File: src/rtl/ctl3w_pkg.sv
`timescale 1ns/1ps
package ctl3w_pkg;
  localparam int          DEV_W       = 3;
  localparam int          REG_AW      = 5;
  localparam int          WORD_W      = 16;
  localparam logic [2:0]  DEV_CODE    = 3'b101;
  localparam int          RSSI_BITS   = 7;
  localparam int          RSSI_REG    = 3;
  localparam int          CFG_FIRST   = 4;
  localparam int          CFG_COUNT   = 4;
  localparam int          IDLO_REG    = 30;
  localparam int          IDHI_REG    = 31;
  localparam logic [31:0] ID_WORD     = 32'h10B9825D;
  localparam int          SYNC_DEPTH  = 2;
endpackage

File: src/rtl/ctl3w_sync.sv
`timescale 1ns/1ps
module ctl3w_sync #(
  parameter int          W       = 3,
  parameter int          STAGES  = 2,
  parameter logic [W-1:0] RST_VAL = '0
) (
  input  logic         clk,
  input  logic         rst,
  input  logic [W-1:0] d,
  output logic [W-1:0] q
);
  logic [STAGES-1:0][W-1:0] chain;

  always_ff @(posedge clk) begin
    if (rst) chain <= {STAGES{RST_VAL}};
    else     chain <= {chain[STAGES-2:0], d};
  end

  assign q = chain[STAGES-1];
endmodule

File: src/rtl/ctl3w_frame.sv
`timescale 1ns/1ps
module ctl3w_frame #(
  parameter int         DW     = 16,
  parameter int         AW     = 5,
  parameter int         DEVW   = 3,
  parameter logic [DEVW-1:0] DEV_ID = 3'b101
) (
  input  logic          clk,
  input  logic          rst,
  input  logic          sclk_rise,
  input  logic          sclk_fall,
  input  logic          sen_q,
  input  logic          sen_rise,
  input  logic          sdi_q,
  input  logic [DW-1:0] rd_data,
  input  logic          rd_impl,
  output logic [AW-1:0] hdr_addr,
  output logic          wr_en,
  output logic [AW-1:0] wr_addr,
  output logic [DW-1:0] wr_data,
  output logic          sdo,
  output logic          sdo_oe
);
  localparam int HDR_W      = DEVW + 1 + AW;
  localparam int FRAME_BITS = HDR_W + DW;
  localparam int CNT_W      = $clog2(FRAME_BITS + 2);
  localparam logic [CNT_W-1:0] C_HDR  = CNT_W'(HDR_W);
  localparam logic [CNT_W-1:0] C_FULL = CNT_W'(FRAME_BITS);
  localparam logic [CNT_W-1:0] C_OVER = CNT_W'(FRAME_BITS + 1);

  logic [CNT_W-1:0] cnt;
  logic [HDR_W-1:0] hdr;
  logic [DW-1:0]    dsr;
  logic             rd_mode;
  logic             arm;

  wire dev_ok = (hdr[HDR_W-1 -: DEVW] == DEV_ID);
  wire is_rd  = hdr[AW];
  assign hdr_addr = hdr[AW-1:0];

  always_ff @(posedge clk) begin
    if (rst) begin
      cnt     <= '0;
      hdr     <= '0;
      dsr     <= '0;
      rd_mode <= 1'b0;
      arm     <= 1'b0;
      wr_en   <= 1'b0;
      wr_addr <= '0;
      wr_data <= '0;
      sdo     <= 1'b0;
      sdo_oe  <= 1'b0;
    end else begin
      wr_en <= 1'b0;
      if (sen_q) begin
        cnt     <= '0;
        rd_mode <= 1'b0;
        if (sen_rise) begin
          arm <= (cnt == C_FULL) && dev_ok && !is_rd;
        end else if (sclk_fall) begin
          wr_en   <= arm;
          wr_addr <= hdr[AW-1:0];
          wr_data <= dsr;
          arm     <= 1'b0;
          sdo     <= 1'b0;
          sdo_oe  <= 1'b0;
        end
      end else if (sclk_rise) begin
        if (cnt != C_OVER) cnt <= cnt + 1'b1;
        if (cnt < C_HDR) begin
          hdr <= {hdr[HDR_W-2:0], sdi_q};
        end else if (cnt < C_FULL) begin
          if (cnt == C_HDR && is_rd) begin
            if (dev_ok && rd_impl) begin
              sdo_oe  <= 1'b1;
              sdo     <= rd_data[DW-1];
              dsr     <= {rd_data[DW-2:0], 1'b0};
              rd_mode <= 1'b1;
            end
          end else if (rd_mode) begin
            sdo <= dsr[DW-1];
            dsr <= {dsr[DW-2:0], 1'b0};
          end else if (!is_rd) begin
            dsr <= {dsr[DW-2:0], sdi_q};
          end
        end
      end
    end
  end

  AST_COMMIT_AFTER_EN: assert property (@(posedge clk) disable iff (rst)
    wr_en |-> $past(sen_q));
  AST_OE_STARTS_IN_FRAME: assert property (@(posedge clk) disable iff (rst)
    $rose(sdo_oe) |-> !$past(sen_q));
  AST_OE_ENDS_AFTER_EN: assert property (@(posedge clk) disable iff (rst)
    $fell(sdo_oe) |-> $past(sen_q) && $past(sclk_fall));
endmodule

File: src/rtl/ctl3w_regbank.sv
`timescale 1ns/1ps
module ctl3w_regbank #(
  parameter int          DW        = 16,
  parameter int          AW        = 5,
  parameter int          RSSI_W    = 7,
  parameter int          RSSI_A    = 3,
  parameter int          CFG_BASE  = 4,
  parameter int          CFG_NUM   = 4,
  parameter int          IDLO_A    = 30,
  parameter int          IDHI_A    = 31,
  parameter logic [2*DW-1:0] ID_CODE = 32'h10B9825D
) (
  input  logic                  clk,
  input  logic                  rst,
  input  logic                  wr_en,
  input  logic [AW-1:0]         wr_addr,
  input  logic [DW-1:0]         wr_data,
  input  logic [RSSI_W-1:0]     rssi,
  input  logic [AW-1:0]         rd_addr,
  output logic [DW-1:0]         rd_data,
  output logic                  rd_impl,
  output logic [CFG_NUM*DW-1:0] cfg_q
);
  localparam logic [AW:0]   CFG_LO = (AW+1)'(CFG_BASE);
  localparam logic [AW:0]   CFG_HI = (AW+1)'(CFG_BASE + CFG_NUM);
  localparam logic [AW-1:0] A_RSSI = AW'(RSSI_A);
  localparam logic [AW-1:0] A_IDLO = AW'(IDLO_A);
  localparam logic [AW-1:0] A_IDHI = AW'(IDHI_A);

  wire wr_in_cfg = ({1'b0, wr_addr} >= CFG_LO) && ({1'b0, wr_addr} < CFG_HI);
  wire rd_in_cfg = ({1'b0, rd_addr} >= CFG_LO) && ({1'b0, rd_addr} < CFG_HI);

  for (genvar g = 0; g < CFG_NUM; g++) begin : g_cfg
    localparam logic [AW-1:0] MY_A = AW'(CFG_BASE + g);
    logic [DW-1:0] r;
    always_ff @(posedge clk) begin
      if (rst)                          r <= '0;
      else if (wr_en && wr_addr == MY_A) r <= wr_data;
    end
    assign cfg_q[g*DW +: DW] = r;
  end

  always_comb begin
    rd_data = '0;
    rd_impl = 1'b0;
    if (rd_addr == A_RSSI) begin
      rd_data[RSSI_W-1:0] = rssi;
      rd_impl = 1'b1;
    end else if (rd_addr == A_IDLO) begin
      rd_data = ID_CODE[DW-1:0];
      rd_impl = 1'b1;
    end else if (rd_addr == A_IDHI) begin
      rd_data = ID_CODE[2*DW-1:DW];
      rd_impl = 1'b1;
    end else if (rd_in_cfg) begin
      rd_impl = 1'b1;
    end
  end

  AST_CFG_HOLD_IDLE: assert property (@(posedge clk) disable iff (rst)
    !wr_en |=> $stable(cfg_q));
  AST_CFG_HOLD_FOREIGN: assert property (@(posedge clk) disable iff (rst)
    (wr_en && !wr_in_cfg) |=> $stable(cfg_q));
  AST_CFG_ONE_WORD: assert property (@(posedge clk) disable iff (rst)
    wr_en |=> ($countones(cfg_q ^ $past(cfg_q)) <= DW));
endmodule

File: src/rtl/ctl3w_slave.sv
`timescale 1ns/1ps
module ctl3w_slave
  import ctl3w_pkg::*;
#(
  parameter int DW       = WORD_W,
  parameter int AW       = REG_AW,
  parameter int RSSI_W   = RSSI_BITS,
  parameter int CFG_NUM  = CFG_COUNT,
  parameter int STAGES   = SYNC_DEPTH
) (
  input  logic                  clk,
  input  logic                  rst,
  input  logic                  ser_clk,
  input  logic                  ser_en_n,
  input  logic                  ser_din,
  input  logic [RSSI_W-1:0]     rssi_in,
  output logic                  ser_dout,
  output logic                  ser_dout_en,
  output logic [CFG_NUM*DW-1:0] cfg_q
);
  logic [2:0]    pins_q;
  logic          sclk_d, sen_d;
  logic [AW-1:0] hdr_addr, wr_addr;
  logic [DW-1:0] rd_data, wr_data;
  logic          rd_impl, wr_en;

  ctl3w_sync #(.W(3), .STAGES(STAGES), .RST_VAL(3'b010)) u_sync (
    .clk(clk), .rst(rst), .d({ser_clk, ser_en_n, ser_din}), .q(pins_q)
  );

  always_ff @(posedge clk) begin
    if (rst) begin
      sclk_d <= 1'b0;
      sen_d  <= 1'b1;
    end else begin
      sclk_d <= pins_q[2];
      sen_d  <= pins_q[1];
    end
  end

  wire sclk_rise = pins_q[2] & ~sclk_d;
  wire sclk_fall = ~pins_q[2] & sclk_d;
  wire sen_rise  = pins_q[1] & ~sen_d;

  ctl3w_frame #(.DW(DW), .AW(AW), .DEVW(DEV_W), .DEV_ID(DEV_CODE)) u_frame (
    .clk(clk), .rst(rst),
    .sclk_rise(sclk_rise), .sclk_fall(sclk_fall),
    .sen_q(pins_q[1]), .sen_rise(sen_rise), .sdi_q(pins_q[0]),
    .rd_data(rd_data), .rd_impl(rd_impl), .hdr_addr(hdr_addr),
    .wr_en(wr_en), .wr_addr(wr_addr), .wr_data(wr_data),
    .sdo(ser_dout), .sdo_oe(ser_dout_en)
  );

  ctl3w_regbank #(
    .DW(DW), .AW(AW), .RSSI_W(RSSI_W), .RSSI_A(RSSI_REG),
    .CFG_BASE(CFG_FIRST), .CFG_NUM(CFG_NUM),
    .IDLO_A(IDLO_REG), .IDHI_A(IDHI_REG), .ID_CODE(ID_WORD)
  ) u_regs (
    .clk(clk), .rst(rst), .wr_en(wr_en), .wr_addr(wr_addr), .wr_data(wr_data),
    .rssi(rssi_in), .rd_addr(hdr_addr), .rd_data(rd_data), .rd_impl(rd_impl),
    .cfg_q(cfg_q)
  );

  AST_RESET_RELEASED: assert property (@(posedge clk)
    $past(rst) |-> !ser_dout_en && cfg_q == '0);
endmodule

File: config.mk
export PLATFORM = sky130hd
export DESIGN_NAME = ctl3w_slave
export DESIGN_NICKNAME = d
export VERILOG_FILES = /design/src/rtl/ctl3w_pkg.sv /design/src/rtl/ctl3w_sync.sv /design/src/rtl/ctl3w_frame.sv /design/src/rtl/ctl3w_regbank.sv /design/src/rtl/ctl3w_slave.sv
export SDC_FILE = /design/constraint.sdc
export NUM_CORES = 1
export LEC_CHECK = 0
export ABC_AREA = 1
export BUFFER_PORTS_ARGS = -buffer_cell sky130_fd_sc_hd__buf_2
export CAP_MARGIN = 20
export CORE_ASPECT_RATIO = 0.7
export CORE_MARGIN = 2
export CORE_UTILIZATION = 56
export DETAILED_ROUTE_END_ITERATION = 8
export GPL_TIMING_DRIVEN = 0
export PLACE_DENSITY = 0.85
export REMOVE_ABC_BUFFERS = 1
export SLEW_MARGIN = 10
export SYNTH_ARGS = -nofsm -noshare
export SYNTH_HDL_FRONTEND = slang
export SYNTH_SLANG_ARGS = --single-unit
File: constraint.sdc
create_clock -name clk -period 1.9 [get_ports clk]
set_clock_uncertainty 0.1 [all_clocks]
set_input_delay 0.095 -clock clk [delete_from_list [all_inputs] [get_ports clk]]
set_output_delay 0.095 -clock clk [all_outputs]
set_load 0.02 [all_outputs]
======== Word-level counts from Yosys, hierarchy flattened ========
Index checks and enable logic that the tools add are counted.
operators by class
  $add $sub $neg .......................... 1
  magnitude comparators ................... 4
  mux-type cells .......................... 28
  bitwise logic cells ..................... 10
  reductions and logical operators ........ 26
  equal/unequal tests ..................... 17
operator list
  operator             count
  $mux 16              5
  $eq 5x3->1 const B   4
  $mux 1               20
  $eq 5x5->1 const B   3
  $reduce_and 7->1     2
  $mux 13              1
  $lt 5x4->1 const B   2
  $reduce_bool 2->1    5
  $logic_and 1x1->1    9
  $mux 9               1
  $ne 2x2->1 const B   4
  $mux 7               1
  $not 1->1            7
  $ne 3x3->1 const B   2
  $reduce_and 3->1     2
  $reduce_and 6->1     1
  $add 5x1->5 const B  1
  $eq 5x2->1 const B   1
  $eq 5x4->1 const B   1
  $ge 5x3->1 const B   1
  $lt 5x5->1 const B   1
  $ne 5x5->1 const B   1
  $reduce_and 5->1     1
  $reduce_and 2->1     2
  other kinds (6)      8
word-level totals
  output and inout port bits .............. 66
  register bits after elaboration ......... 128
  bits of input ports ..................... 12
  logic and storage cells ................. 104

======== Depth between registers and ports, before layout ========
Gate-level depths: netlist (run 1).
  word-level depth ........................ 13
  mapped depth ............................ 11
  depth with buffers taken out ............ 10

======== Hierarchy ========
Synthesis (run 1) repeated with hierarchy kept, for this count alone.
second synthesis, totals
  cell total of the unflattened synthesis .. 914
  area total of the unflattened synthesis .. 6092.1 sq um
modules (own cells, without submodules)
  module         times used  cells an instance  area an instance (sq um)
  ctl3w_regbank  1           537                3306.9
  ctl3w_frame    1           344                2519.9
  ctl3w_sync     1           22                 191.4
  ctl3w_slave    1           11                 73.8

======== Worst setup path before layout (run 1) ========
OpenSTA, ideal clock, no wires.
  path type ............................... flip-flop to flip-flop
  from .................................... register u_frame.cnt[1]
  to ...................................... register u_frame.sdo
  setup time .............................. 0.113 ns
  cell stages (with the launch flop) ...... 11
  clock period less this slack ............ 1.600 ns
  path slack .............................. 0.300 ns
  path buffers ............................ 1
  data arrival time ....................... 1.386 ns
  cells stage by stage .................... dfxtp_1 > inv_1 > ha_1 > nand3_4 > nor2_8 > buf_6 > nor2_1 > a21oi_1 > nand2_1 > nand3_1 > nand2_1
between the ends
  longest elaborated chain between the ends .. 7
RTL lines
  element                 RTL line           RTL
  from (decl)             ctl3w_frame.sv:31  logic [CNT_W-1:0] cnt;
  from (signal assigned)  ctl3w_frame.sv:69  if (cnt != C_OVER) cnt <= cnt + 1'b1;
  $eq 5x4->1              ctl3w_frame.sv:73  if (cnt == C_HDR && is_rd) begin
  $logic_and 1x1->1       ctl3w_frame.sv:73
  $mux 1                  ctl3w_frame.sv:73
  $mux 1                  ctl3w_frame.sv:72  end else if (cnt < C_FULL) begin
  $mux 1                  ctl3w_frame.sv:70  if (cnt < C_HDR) begin
  $mux 1                  ctl3w_frame.sv:68  end else if (sclk_rise) begin
  $mux 1                  ctl3w_frame.sv:55  if (sen_q) begin
  to (signal assigned)    ctl3w_frame.sv:76  sdo <= rd_data[DW-1];
  to (signal assigned)    ctl3w_frame.sv:81  sdo <= dsr[DW-1];
  to (decl)               ctl3w_frame.sv:21  output logic sdo,
Several ways; a longest one is shown, not always the timed one. The select of a mux whose other input is x is not followed.
A chain may end at the register's enable or synchronous reset.

======== Worst setup path in the final report (run 1) ========
  from .................................... register u_frame.cnt[1]
  to ...................................... register u_frame.rd_mode
between the ends
  longest elaborated chain between the ends .. 3
RTL lines
  element                                                   RTL line                              RTL
  $lt 5x4->1 or $eq 5x4->1 (tied branches)                  ctl3w_frame.sv:70, ctl3w_frame.sv:73
  $not 1->1 (no line) or $logic_and 1x1->1 (tied branches)  -
  $reduce_and 5->1 (no line) (*)                            -
  to (signal assigned)                                      ctl3w_frame.sv:46                     rd_mode <= 1'b0;
  to (signal assigned)                                      ctl3w_frame.sv:57                     rd_mode <= 1'b0;
  to (signal assigned)                                      ctl3w_frame.sv:78                     rd_mode <= 1'b1;
  to (decl)                                                 ctl3w_frame.sv:34                     logic rd_mode;
Every way passes the cells marked *; elsewhere a longest branch is shown, timed or not.

==> results of run 1 <==
-- Yosys cell counts, drive strengths merged --
master / n / share of area, %
inv: 67 / 5.1
nand2: 70 / 5.9
nor2: 65 / 6.0
ha: 3 / 0.76
nor3: 9 / 1.3
nor3b: 1 / 0.15
clkbuf: 19 / 1.5
clkinv: 1 / 0.076
nand4: 5 / 0.64
dfxtp: 128 / 52
nand3: 29 / 3.5
buf: 12 / 1.4
and2: 1 / 0.13
or2: 3 / 0.38
o21ai: 106 / 11
a21oi: 101 / 10
-- area by class of cell --
class,count,area share (%)
Timing Repair Buffer,97,9.67
Inverter,68,4.26
Multi-Input combinational cell,396,33.2
Sequential cell,128,41.8
Clock inverter,5,0.469
Tap cell,120,2.45
Clock buffer,27,8.20
-- flip-flops by register name, summed over array words and instances (netlist names), 3 cells and up --
signal,cells
u_frame.cnt,5
u_frame.dsr,16
u_frame.hdr,9
u_frame.wr_addr,5
u_frame.wr_data,16
u_regs.g_cfg.r,64
u_sync.chain,3
u_sync.q,3
-- worst reg2reg max path, delay by kind of cell, from the launching register on --
family	cells	cell delay, ps
adders and majority gates	1	230
AOI/OAI and AO/OA	1	160
DFF	1	350
buffers and inverters	2	190
and+or+nand+nor	4	710
-- layer usage --
metal	up-vias	GRT usage, %	part of all wire (%)
met2	215	41.7	47
met3	39	6.79	8.4
met4	0	10.1	2.2
met1	2133	33.0	43
met5	-	0	0
li1	2223	-	-
-- logic make-up after synthesis --
group	count (synthesis)
compound gates	207
buf+inv	99
flops	128
simple gates	183
fa+ha+maj	3
-- timing repair --
| item | in CTS | in global routing |
|---|---|---|
| setup buffers | 5 | 4 |
| pin swaps | 1 | 3 |
| cloned | 1 | 2 |
| hold endpoints to repair | 13 | 0 |
| hold buffers | 6 | 0 |
| endpoints found under the setup margin | 11 | 37 |
| resized for setup | 2 | 5 |
-- metrics by stage --
stage / area [sq um] / power, W
finish: 6140 / 0.00579
global route: 6140 / 0.00595
CTS: 6060 / 0.00580
detailed placement: 5420 / 0.00291
global placement: 5310 / 0.00290
floorplan: 4780 / 0.00286
-- where the power goes --
group	switching [W]	internal [W]
sequential	0.0000123	0.00271
clock	0.00112	0.00180
combinational	0.0000990	0.0000512
total	0.00123	0.00456
-- final timing paths --
path	from	end	slack [ps]	depth (start not counted)
max	u_frame.cnt[1]	u_frame.rd_mode	80	8
min	rssi_in[4]	u_frame.dsr[5]	70	7
max reg2reg	u_frame.cnt[1]	u_frame.rd_mode	80	8
min reg2reg	u_sync.chain[0]	u_sync.q[0]	310	2
==> flow_metrics.tcl, run 1 <==
set metrics [dict create \
    status "finished clean" \
    finalWirelength_mm 12.1 \
    hold_violations 0 \
    fp.dieW_microns 116 \
    cts_htree_levels 4 \
    grt_start_max_net_pins 68 \
    grt_first_pass_wirelength_mm 19.0 \
    powerDensity_nw_per_um2 943 \
    clockBufferDepth 2 \
    cts_num_sinks 128 \
    irDropWorstVdd_v 0.000679 \
    path_cells "inv_1 > ha_2 > nand3_4 > nor2_8 > inv_4 > nor2_1 > nand4_1 > a21oi_1" \
    end_kind "register" \
    grt_usage_pct 25.6 \
    drive_gt1_share_pct 21.4 \
    antenna_found_initial 0 \
    numCtsBuffers 17 \
    drc 0 \
    final_nets 723 \
    p_leak_nw 2.74 \
    core_area_sq_um 8480 \
    placed_cells 791 \
    crit_slowest_cell "dfxtp_1" \
    vias_per_cell 5.48 \
    crit_family "simple AND/OR/NAND/NOR gates" \
    ys_warn_count 0 \
    multiInputGateArea_sq_um 2040 \
    muxShareOfSynthArea_pct 0 \
    regArea_sq_um 2560 \
    ys_seq_elements 128 \
    hold_ws_ps 69.1 \
    ctsRootBufferMaster "clkbuf_16" \
    n_fill_cell 648 \
    critPathRequiredTime_ps 2150 \
    synth_top_family_by_area "compound AO/OA/AOI/OAI gates" \
    setup_tns_ps 0 \
    finalCriticalPeriod_ps 1820 \
    yosys.area_share.simple_pct 18.0 \
    gr-total-overflow 0 \
    drtIter0Drc 398 \
    io_pins 78 \
    portBuffers 77 \
    hp-class "in2reg" \
    synth_cells 620 \
    cp_num_buf_inv 2 \
    post-route-util_pct 72.4 \
    ant_nets 0 \
    fin_crit_sh_pct 95.7 \
    critPathLaunchType "register" \
    dieHeight_microns 82.4 \
    layout_common_cells "dfxtp_1, o21ai_0, a21oi_1" \
    path_clk_slew_ps 60 \
    cts_tree "done" \
    dpl_worst_slack_ps -563 \
    syn-mean-instance-area_sq_um 7.93 \
    initial_utilization_pct 58.0 \
    synth_xor_area_share_pct 0 \
    setup_viol 0 \
    relSlewSlack_pct 58.5 \
    seq_area_frac_synth_pct 52.1 \
    first_global_vias 4142 \
    area_growth_pct 24.8 \
    maxCapViolCount 0 \
    routedWlPerCell_microns 14.3 \
    dr.pass1.iters 5 \
    synth_compound_gate_area_share_pct 21.1 \
    yosysUniqueCellTypes 28 \
    place.gp.congestion 0.885 \
    fin_cells 841 \
    tightest_slew_ps 622 \
    max_freq_mhz 550 \
    setup_ws_ps 82.1 \
    max_stage_delay_ps 350 \
    cp_max_fo 9 \
    antennaDiodeCount 0 \
    syn_area_sq_um 4920 \
    num_vias 4610 \
    cp.arrival_ps 2070 \
    std_cell_rows 28 \
    path_class "reg2reg" \
    clock_latency_ps 420 \
    slew_viol_final 0 \
    synth_fa_ha_area_share_pct 0.763 \
    place_hpwl_mm 7.49 \
    dieArea_sq_um 9560 \
    final_common_cell "dfxtp_1" \
]
Power figures use the tool's default switching activity.
==> inputs of run 2 (changes only) <==
ABC_AREA = 0   (was 1)
CORE_UTILIZATION = 55   (was 56)
PLACE_DENSITY = 0.84   (was 0.85)
==> run 2 against run 1 <==
The flow now finishes with violations (negative setup slack). Sequential power barely moved. Fmax decreased by 15%. Hold slack got worse by 58 ps. Design area grew 5.0%. Clock power rose by 20%. Flip-flop and latch count is the same. Count of clock-buffer cells in the layout is 6 lower.
==> flow_metrics.tcl, run 2 <==
set metrics [dict create \
    hold_path.startpoint "rssi_in[6]" \
    powerDensity_nw_per_um2 975 \
    end_kind "register" \
    drive_gt1_share_pct 28.4 \
    path_clk_slew_ps 60 \
    setup_tns_ps -3020 \
    place_hpwl_mm 7.22 \
    dieArea_sq_um 9510 \
    syn_area_sq_um 4800 \
    layout_common_cells "dfxtp_1, nand2_1, buf_2" \
    tightest_slew_ps 560 \
    grt_start_max_net_pins 95 \
    cts_num_sinks 128 \
    place.gp.congestion 0.810 \
    combinationalPowerShare_pct 1.6 \
    max_freq_mhz 469 \
    cts_tree "done" \
    gr-total-overflow 0 \
    cp_max_fo 7 \
    seq_area_frac_synth_pct 53.3 \
    routedWlPerCell_microns 18.6 \
    status "finished with violations" \
    synth_area_leader_cell "dfxtp_1" \
    power_frac_clock_pct 55.4 \
    slew_viol_final 0 \
    largest_reg_flops 64 \
    synthFlopType "dfxtp_1" \
    ys_warn_count 0 \
    relSlewSlack_pct 62.6 \
    cp.arrival_ps 2380 \
    io_pins 78 \
    cts_htree_levels 4 \
    ys_seq_elements 128 \
    grt_usage_pct 27.0 \
    reg2reg_from "u_frame.cnt[2]" \
    synth_area_leaders "dfxtp_1, nand2_1, mux2i_1" \
    hp-class "in2reg" \
    fp.dieW_microns 116 \
    area_growth_pct 34.1 \
    syn-mean-instance-area_sq_um 8.91 \
    netSwitchingPower_w 0.00127 \
    clockBufferDepth 2 \
    irDropWorstVdd_v 0.000787 \
    dieHeight_microns 82.2 \
    num_vias 4425 \
    dr.pass1.iters 6 \
    first_global_vias 3951 \
    fin_cells 764 \
    post-route-util_pct 76.0 \
    antenna_found_initial 0 \
    critPathLaunchType "register" \
    ant_nets 0 \
    synth_commonest_cells "dfxtp_1, nand2_1, a21oi_1" \
    path_class "reg2reg" \
    placed_cells 707 \
    swShare_pct 20.2 \
    drtIter0Drc 381 \
    seq_power_share_pct 43.0 \
    final_nets 646 \
    ctsRootBufferMaster "clkbuf_16" \
    grt_first_pass_wirelength_mm 19.4 \
    max_flop_register "u_regs.g_cfg.r" \
    numCtsBuffers 17 \
    critPathRequiredTime_ps 2150 \
    portBuffers 77 \
    initial_utilization_pct 56.7 \
    antennaDiodeCount 0 \
    violations "negative setup slack" \
    synth_edf_count 0 \
    fin_crit_sh_pct 112 \
    vias_per_cell 5.79 \
    yosysUniqueCellTypes 43 \
    finalCriticalPeriod_ps 2130 \
    final_common_cell "dfxtp_1" \
    p_leak_nw 2.66 \
    std_cell_rows 28 \
    synth_top_area_share_pct 53.3 \
    maxCapViolCount 0 \
    finalWirelength_mm 14.2 \
    drc 0 \
    setup.worst_path.start "u_frame.cnt[2]" \
    synth_cells 539 \
    synth-async-reset-ratio_pct 0 \
    core_area_sq_um 8480 \
    rsz0062_at_grt "true" \
    setup_ws_ps -231 \
    p_int_w 0.00501 \
    hold_violations 0 \
    setup_viol 18 \
    reg_top3 "u_regs.g_cfg.r: 64 flops, u_frame.dsr: 16 flops, u_frame.wr_data: 16 flops" \
    clock_latency_ps 430 \
]
## run 2: power groups by stage
stage                      logic, W  registers (W)  clock network (W)
after floorplan           0.0000200        0.00275                  0
after global placement    0.0000721        0.00275                  0
after detailed placement  0.0000811        0.00276                  0
after CTS                 0.0000947        0.00270            0.00346
after global routing       0.000107        0.00270            0.00361
final                      0.000101        0.00270            0.00348
## run 2: layout make-up
class | instances | area (sq um)
Sequential cell | 128 | 2570
Multi-Input combinational cell | 374 | 2330
Fill cell | 572 | 2040
Timing Repair Buffer | 107 | 746
Clock buffer | 21 | 470
Clock inverter | 11 | 160
Tap cell | 120 | 150
Inverter | 3 | 13.8
## run 2: kinds of logic (layout without fill, tap and decap cells)
group	Yosys count	in the layout	share of synthesized area [%]
buf+inv	37	142	3.26
flops	128	128	53.3
fa+ha+maj	3	3	0.781
xor+xnor	5	5	0.911
mux	42	42	8.78
compound gates	94	94	11.9
simple gates	230	230	21.0
## run 2: what timing repair did
| action | in CTS | in global routing |
|---|---|---|
| gates resized for setup | 35 | 35 |
| setup buffers | 10 | 5 |
| pin swaps | 8 | 16 |
| hold buffers | 7 | 0 |
| gates cloned | 0 | 3 |
| endpoints found under the setup margin | 19 | 44 |
| hold endpoints to repair | 25 | 0 |
## run 2: path summary, 6_finish.rpt
check	endpoint	slack, ps	depth (start not counted)
setup / recovery	u_frame.dsr[5]	-230	7
setup reg to reg	u_frame.dsr[5]	-230	7
hold / removal	u_frame.dsr[7]	10	4
hold reg to reg	u_sync.q[1]	300	1
## run 2: metal layers
layer  up-vias  wire (microns)  GRT usage [%]
li1       2009               -              -
met1      2090            5770           33.3
met2       259            6640           43.4
met3        67            1200           9.20
met4         0             599           11.7
met5         -               0              0
## run 2: worst max-delay path, stage by stage, from the launching register on
cell and delay (ps):
dfxtp_1 510, and4bb_4 300, buf_4 150, nor3b_4 310
a2111o_2 280, buf_12 170, nand2_4 50, a21oi_2 170
## run 2: through the flow
stage	total power [W]	worst slack, ps	area [sq um]	hold slack, ps
finish	0.00628	-231	6440	11.0
global route	0.00641	-250	6440	59.4
CTS	0.00625	-125	6200	4.55
detailed placement	0.00284	-748	5270	175
global placement	0.00283	-1990	5190	171
floorplan	0.00277	-1020	4660	64.1
